==> src/rtl/qmix_pkg.sv <==
package qmix_pkg;

  typedef enum logic [1:0] {
    RATE_NONE    = 2'b00,
    RATE_HALF    = 2'b01,
    RATE_QUARTER = 2'b10,
    RATE_EIGHTH  = 2'b11
  } rate_e;

  // phase increment on the eight-point circle for each rate code
  function automatic logic [2:0] rate_step(rate_e r);
    case (r)
      RATE_HALF:    return 3'd4;
      RATE_QUARTER: return 3'd2;
      RATE_EIGHTH:  return 3'd1;
      default:      return 3'd0;
    endcase
  endfunction

endpackage

==> src/rtl/qmix_phase.sv <==
module qmix_phase
  import qmix_pkg::*;
#(
  parameter int CW = 16
) (
  input  logic                 clk,
  input  logic                 rst_n,
  input  logic                 in_valid,
  input  logic [1:0]           rate,
  output logic signed [CW-1:0] cos_o,
  output logic signed [CW-1:0] sin_o
);

  localparam int UNITY = 1 << (CW - 2);
  localparam int DIAG  = int'(0.70710678 * UNITY);
  localparam logic signed [CW-1:0] K1 = CW'(UNITY);
  localparam logic signed [CW-1:0] KD = CW'(DIAG);

  logic [1:0] rate_q;
  logic [2:0] ph_q, ph_d, ph_eff;
  logic       rate_chg;

  always_comb begin
    rate_chg = (rate != rate_q);
    ph_eff   = rate_chg ? 3'd0 : ph_q;
    ph_d     = in_valid ? ph_eff + rate_step(rate_e'(rate)) : ph_eff;
  end

  always_ff @(posedge clk or negedge rst_n) begin
    if (!rst_n) begin
      rate_q <= 2'b00;
      ph_q   <= 3'd0;
    end else begin
      rate_q <= rate;
      ph_q   <= ph_d;
    end
  end

  always_comb begin
    case (ph_eff)
      3'd0:    begin cos_o =  K1; sin_o = '0;  end
      3'd1:    begin cos_o =  KD; sin_o =  KD; end
      3'd2:    begin cos_o = '0;  sin_o =  K1; end
      3'd3:    begin cos_o = -KD; sin_o =  KD; end
      3'd4:    begin cos_o = -K1; sin_o = '0;  end
      3'd5:    begin cos_o = -KD; sin_o = -KD; end
      3'd6:    begin cos_o = '0;  sin_o = -K1; end
      default: begin cos_o =  KD; sin_o = -KD; end
    endcase
  end

  // the stored phase stays on the grid of the active rate
  p_grid_none_r1: assert property (@(posedge clk) disable iff (!rst_n)
    (rate_q == 2'b00) |-> (ph_q == 3'd0));
  p_grid_half_r1: assert property (@(posedge clk) disable iff (!rst_n)
    (rate_q == 2'b01) |-> (ph_q[1:0] == 2'b00));
  p_grid_quarter_r1: assert property (@(posedge clk) disable iff (!rst_n)
    (rate_q == 2'b10) |-> !ph_q[0]);
  // no movement without a sample
  p_hold_idle_r2: assert property (@(posedge clk) disable iff (!rst_n)
    (!in_valid && rate == rate_q) |=> $stable(ph_q));
  // a rate change lands on phase zero
  p_restart_r3: assert property (@(posedge clk) disable iff (!rst_n)
    (rate != rate_q) |-> (cos_o == K1 && sin_o == '0));

endmodule

==> src/rtl/qmix_prod.sv <==
module qmix_prod #(
  parameter int DW = 16,
  parameter int CW = 16,
  localparam int PW = DW + CW
) (
  input  logic                 clk,
  input  logic                 rst_n,
  input  logic                 in_valid,
  input  logic signed [DW-1:0] in_i,
  input  logic signed [DW-1:0] in_q,
  input  logic signed [CW-1:0] cos_c,
  input  logic signed [CW-1:0] sin_c,
  input  logic                 cplx_en,
  input  logic                 rot_dir,
  output logic                 v_o,
  output logic signed [PW-1:0] p_ic,
  output logic signed [PW-1:0] p_qs,
  output logic signed [PW-1:0] p_qc,
  output logic signed [PW-1:0] p_is,
  output logic                 cplx_o,
  output logic                 dir_o
);

  logic signed [PW-1:0] ic_d, qs_d, qc_d, is_d;

  always_comb begin
    ic_d = PW'(in_i) * PW'(cos_c);
    qs_d = PW'(in_q) * PW'(sin_c);
    qc_d = PW'(in_q) * PW'(cos_c);
    is_d = PW'(in_i) * PW'(sin_c);
  end

  always_ff @(posedge clk or negedge rst_n) begin
    if (!rst_n) begin
      v_o    <= 1'b0;
      p_ic   <= '0;
      p_qs   <= '0;
      p_qc   <= '0;
      p_is   <= '0;
      cplx_o <= 1'b0;
      dir_o  <= 1'b0;
    end else begin
      v_o <= in_valid;
      if (in_valid) begin
        p_ic   <= ic_d;
        p_qs   <= qs_d;
        p_qc   <= qc_d;
        p_is   <= is_d;
        cplx_o <= cplx_en;
        dir_o  <= rot_dir;
      end
    end
  end

endmodule

==> src/rtl/qmix_out.sv <==
module qmix_out #(
  parameter int DW = 16,
  parameter int CW = 16,
  localparam int PW = DW + CW,
  localparam int SW = PW + 2
) (
  input  logic                 clk,
  input  logic                 rst_n,
  input  logic                 v_i,
  input  logic signed [PW-1:0] p_ic,
  input  logic signed [PW-1:0] p_qs,
  input  logic signed [PW-1:0] p_qc,
  input  logic signed [PW-1:0] p_is,
  input  logic                 cplx_i,
  input  logic                 dir_i,
  output logic                 out_valid,
  output logic signed [DW-1:0] out_i,
  output logic signed [DW-1:0] out_q
);

  localparam logic signed [SW-1:0] HALF = SW'(1) <<< (CW - 3);
  localparam logic signed [SW-1:0] HI   = (SW'(1) <<< (DW - 1)) - SW'(1);
  localparam logic signed [SW-1:0] LO   = -(SW'(1) <<< (DW - 1));

  logic signed [SW-1:0] si, sq, ri, rq;
  logic signed [DW-1:0] oi_d, oq_d;

  function automatic logic signed [DW-1:0] clip(logic signed [SW-1:0] x);
    if (x > HI)      return DW'(HI);
    else if (x < LO) return DW'(LO);
    else             return DW'(x);
  endfunction

  always_comb begin
    if (cplx_i) begin
      si = dir_i ? SW'(p_ic) - SW'(p_qs) : SW'(p_ic) + SW'(p_qs);
      sq = dir_i ? SW'(p_qc) + SW'(p_is) : SW'(p_qc) - SW'(p_is);
    end else begin
      si = SW'(p_ic);
      sq = SW'(p_qc);
    end
    ri   = (si + HALF) >>> (CW - 2);
    rq   = (sq + HALF) >>> (CW - 2);
    oi_d = clip(ri);
    oq_d = clip(rq);
  end

  always_ff @(posedge clk or negedge rst_n) begin
    if (!rst_n) begin
      out_valid <= 1'b0;
      out_i     <= '0;
      out_q     <= '0;
    end else begin
      out_valid <= v_i;
      if (v_i) begin
        out_i <= oi_d;
        out_q <= oq_d;
      end
    end
  end

  // outputs hold between samples
  p_hold_out_r9: assert property (@(posedge clk) disable iff (!rst_n)
    !v_i |=> ($stable(out_i) && $stable(out_q)));

endmodule

==> src/rtl/qmix_top.sv <==
module qmix_top #(
  parameter int DW = 16,
  parameter int CW = 16,
  localparam int PW = DW + CW
) (
  input  logic                 clk,
  input  logic                 rst_n,
  input  logic                 in_valid,
  input  logic signed [DW-1:0] in_i,
  input  logic signed [DW-1:0] in_q,
  input  logic [1:0]           rate,
  input  logic                 cplx_en,
  input  logic                 rot_dir,
  output logic                 out_valid,
  output logic signed [DW-1:0] out_i,
  output logic signed [DW-1:0] out_q
);

  logic signed [CW-1:0] cos_c, sin_c;
  logic signed [PW-1:0] p_ic, p_qs, p_qc, p_is;
  logic                 v1, cplx1, dir1;

  qmix_phase #(.CW(CW)) u_phase (
    .clk(clk), .rst_n(rst_n), .in_valid(in_valid), .rate(rate),
    .cos_o(cos_c), .sin_o(sin_c)
  );

  qmix_prod #(.DW(DW), .CW(CW)) u_prod (
    .clk(clk), .rst_n(rst_n), .in_valid(in_valid), .in_i(in_i), .in_q(in_q),
    .cos_c(cos_c), .sin_c(sin_c), .cplx_en(cplx_en), .rot_dir(rot_dir),
    .v_o(v1), .p_ic(p_ic), .p_qs(p_qs), .p_qc(p_qc), .p_is(p_is),
    .cplx_o(cplx1), .dir_o(dir1)
  );

  qmix_out #(.DW(DW), .CW(CW)) u_out (
    .clk(clk), .rst_n(rst_n), .v_i(v1), .p_ic(p_ic), .p_qs(p_qs),
    .p_qc(p_qc), .p_is(p_is), .cplx_i(cplx1), .dir_i(dir1),
    .out_valid(out_valid), .out_i(out_i), .out_q(out_q)
  );

  // two-cycle strobe latency
  p_lat_on_r9: assert property (@(posedge clk) disable iff (!rst_n)
    in_valid |-> ##2 out_valid);
  p_lat_off_r9: assert property (@(posedge clk) disable iff (!rst_n)
    !in_valid |-> ##2 !out_valid);
  // real style keeps channels apart, so a zero I input yields zero I output
  p_no_cross_r4: assert property (@(posedge clk) disable iff (!rst_n)
    (in_valid && !cplx_en && in_i == '0) |-> ##2 (out_i == '0));

endmodule

==> config.mk <==
export PLATFORM = sky130hd
export DESIGN_NAME = qmix_top
export DESIGN_NICKNAME = d
export VERILOG_FILES = /design/src/rtl/qmix_pkg.sv /design/src/rtl/qmix_phase.sv /design/src/rtl/qmix_prod.sv /design/src/rtl/qmix_out.sv /design/src/rtl/qmix_top.sv
export SDC_FILE = /design/constraint.sdc
export NUM_CORES = 2
export LEC_CHECK = 0
export BUFFER_PORTS_ARGS = -buffer_cell sky130_fd_sc_hd__clkbuf_2
export CAP_MARGIN = 0
export CORE_MARGIN = 2
export CORE_UTILIZATION = 65
export DETAILED_ROUTE_END_ITERATION = 16
export PLACE_DENSITY = 0.82
export SETUP_SLACK_MARGIN = 0.1
export SYNTH_ARGS = -nofsm -noshare
export SYNTH_HDL_FRONTEND = slang
export SYNTH_SLANG_ARGS = --single-unit
==> constraint.sdc <==
create_clock -name clk -period 15.2 [get_ports clk]
set_input_delay 1.52 -clock clk [delete_from_list [all_inputs] [get_ports clk]]
set_output_delay 1.52 -clock clk [all_outputs]
set_load 0.005 [all_outputs]
==> results_dict.tcl <==
set metrics [dict create \
    portBuffers 71 \
    worst_slew_pin_slew_ps 1190 \
    async_flop_share_pct 100.0 \
    final_antenna_net_count 0 \
    ir_worst_vdd_v 0.00007553 \
    synth_top_family_by_area "adder cells" \
    postCtsResizedCells 0 \
    yosysSeqAreaShare_pct 9.287 \
    max_cap_viol_count 0 \
    hold_class "register to register" \
    synth_compound_area_share_pct 8.876 \
    first_pass_iters 8 \
    drtIter0Drc 3012 \
    cp_max_fo 41 \
    clock.fmax_mhz 98.28 \
    finalSetupViolations 0 \
    muxShareOfSynthArea_pct 2.781 \
    critPathLaunchType "input pin" \
    ios 72 \
    crit_arrival_ps 10540 \
    cts_buffers 17 \
    grt_pass1_wl_mm 183.7 \
    drc 0 \
    synthFlopType "dfrtp_1" \
    finalCoreUtilization_pct 68.48 \
    antenna_found_initial 2 \
    rsz0062_at_grt "false" \
    grt_max_degree 97 \
    die_width_um 267.1 \
    crit_type "input pin to register" \
    clk_latency_ps 490 \
    die_y_um 267.1 \
    hpwl_mm 96.95 \
    viasPerCell 5.817 \
    hold_viol_final 0 \
    synthSimpleGateAreaFrac_pct 9.348 \
    placementRows 96 \
    synth_area_leaders "fa_1, ha_1, inv_1" \
    area_growth_pct 4.382 \
    pwr_density_cell_nw_per_um2 67.85 \
    p_leak_nw 25.46 \
    postCtsHoldBufs 0 \
    slew_headroom_pct 20.04 \
    wire_per_inst_um 20.42 \
    globalRouteMet1Util_pct 45.07 \
    drive_gt1_share_pct 7.043 \
    synth_seq_cells 167 \
    cts.sinks 167 \
    finalWirelength_mm 113.0 \
    synth_cell_types 105 \
    cts_tree "yes" \
    finalCritPeriodShare_pct 66.94 \
    initial_utilization_pct 65.61 \
    first_global_vias 34490 \
    grt_use_met2_pct 52.80 \
    synth-xor-area-share_pct 4.863 \
    syn-cell-area_um2 45000 \
    endpoint_kind "register" \
    nFillCells 5141 \
    max-clock-path-buffers 2 \
    fin_nets 5996 \
    gp_congestion 1.012 \
    required_ps 15570 \
    core_um2 68590 \
    top_usage_layer "met2" \
    report.final.slew_viol_count 0 \
    period_minus_slack_ps 10170 \
    most-common-layout-cells "inv_1, fa_1, ha_1" \
    cts.root.buffer_cell "clkbuf_16" \
    syn_area_per_cell_um2 9.861 \
    grt-ovfl-total 0 \
    clk_pin_slew_ps 70 \
    finClkSkew_ps 17.91 \
    gr-usage-met3_pct 9.618 \
    synth.top_cell.area_share_pct 43.73 \
    mostFrequentLayoutCell "inv_1" \
    grt_util_all_layers_pct 33.79 \
    post_cts_buffers 0 \
    htreeDepth 4 \
    die_area_um2 71350 \
    status "finished clean" \
    yosysWarnings 0 \
    synth-edff-count 0 \
    final.setup.tns_ps 0 \
    syn_inst 4563 \
    synthAdderAreaFrac_pct 54.49 \
    syn_nets 5972 \
    yosysTopAreaCell "fa_1" \
    vias 32190 \
]
synth_stat cells (5+ instances only):
cell and instances:
nand2_1 219, xor2_1 80, or2_2 51, a21oi_1 170, a21boi_0 5, a211oi_1 27, clkbuf_1 68, fa_1 983
xnor2_1 168, a31oi_1 30, nor3_1 57, dfrtp_1 167, a21o_1 67, inv_1 1144, o21ai_1 13, buf_2 7
mux2_2 84, o31ai_1 14, buf_1 8, or3_1 20, nand3b_1 8, o21ai_0 76, a221o_1 18, nor4_1 20
nand4_1 11, nor2b_1 26, mux2i_1 29, a31oi_2 13, a31o_2 7, nor3b_1 8, o21bai_1 31, nand2b_1 28
a211o_1 9, nor2_1 249, and2_1 69, nand3_1 37, o21a_1 17, ha_1 387, o211ai_1 9, nor4_2 5
and3_1 21
report_power, final:
part           leakage, nW  total, mW  switching, mW  internal [mW]
Combinational         23.1       2.01           1.18          0.833
Clock                0.300      0.469          0.229          0.240
Sequential            2.11      0.704          0.151          0.553
Total                 25.5       3.19           1.56           1.63
metrics by stage:
stage                     total power [mW]  instances  setup WS [ps]  instance area, um^2  hold slack, ps
final                                3.187       5533           5025                46970           502.1
after detailed placement             2.678       5499           4643                46340           485.9
after global routing                 3.438       5531           4531                46960           528.6
after floorplan                      2.146       4563           6015                45000           412.1
after CTS                            3.159       5531           5153                46960           502.0
after global placement               2.624       5499           5079                46340           482.8
state kept, by name, indices dropped and copies added, names as in the netlist, 2 cells and up:
signal,flops
u_phase.rate_q,2
u_prod.p_qc,32
u_prod.p_ic,31
u_prod.p_is,32
u_phase.ph_q,3
u_out.out_q,16
u_prod.p_qs,31
u_out.out_i,16
critical path, cell delays in order:
cell      delay [ps]
clkbuf_2         110
xor2_1           160
nor2_1           370
and2_2           900
nand2_1          400
inv_1            520
nand2_1          600
inv_1            550
fa_1             500
fa_1             500
fa_1             560
fa_1             450
fa_1             500
inv_1             50
fa_1             470
inv_1             40
ha_1             340
a21oi_1          190
o21ai_0          110
a21oi_1          170
o211ai_1         100
a31oi_1          330
o21ai_0          160
o211a_1          180
o21a_1           180
or3_1            300
a31o_2           240
logic make-up (layout without fill, tap and decap cells):
family | count (synthesis) | count (layout)
flip-flops | 167 | 167
XOR/XNOR | 249 | 249
multiplexers | 114 | 114
AND/OR/NAND/NOR | 855 | 855
other | 0 | 2
AO/OA/AOI/OAI | 577 | 577
adder cells (fa/ha/maj) | 1370 | 1370
buffers and inverters | 1231 | 1268
final timing paths:
path | slack (ps) | cells after the start | end | start
min | 500 | 2 | u_out.out_i[15] | u_out.out_i[15]
max reg2reg | 5800 | 26 | u_prod.p_qs[30] | u_phase.rate_q[1]
min reg2reg | 500 | 2 | u_out.out_i[15] | u_out.out_i[15]
min in group asynchronous | 1130 | 1 | u_prod.p_qc[14] | rst_n
max in group asynchronous | 12510 | 2 | u_phase.ph_q[2] | rst_n
max | 5030 | 27 | u_prod.p_qs[30] | rate[1]
cell type report:
class                           count  area [um^2]  share of cell area [%]
Clock buffer                       18        439.2                  0.9350
Inverter                         1144         4294                   9.142
Antenna cell                        2        5.005                 0.01066
Multi-Input combinational cell   3165        36170                   77.02
Sequential cell                   167         4183                   8.905
Timing Repair Buffer               92        525.5                   1.119
Clock inverter                     14        182.7                  0.3889
Tap cell                          931         1165                   2.480
metal layers:
layer,vias to the layer above,wire length (um)
li1,14210,-
met1,16210,44420
met2,1478,51950
met3,291,11930
met4,0,4670
met5,-,0
(Power assumes the default switching activity.)
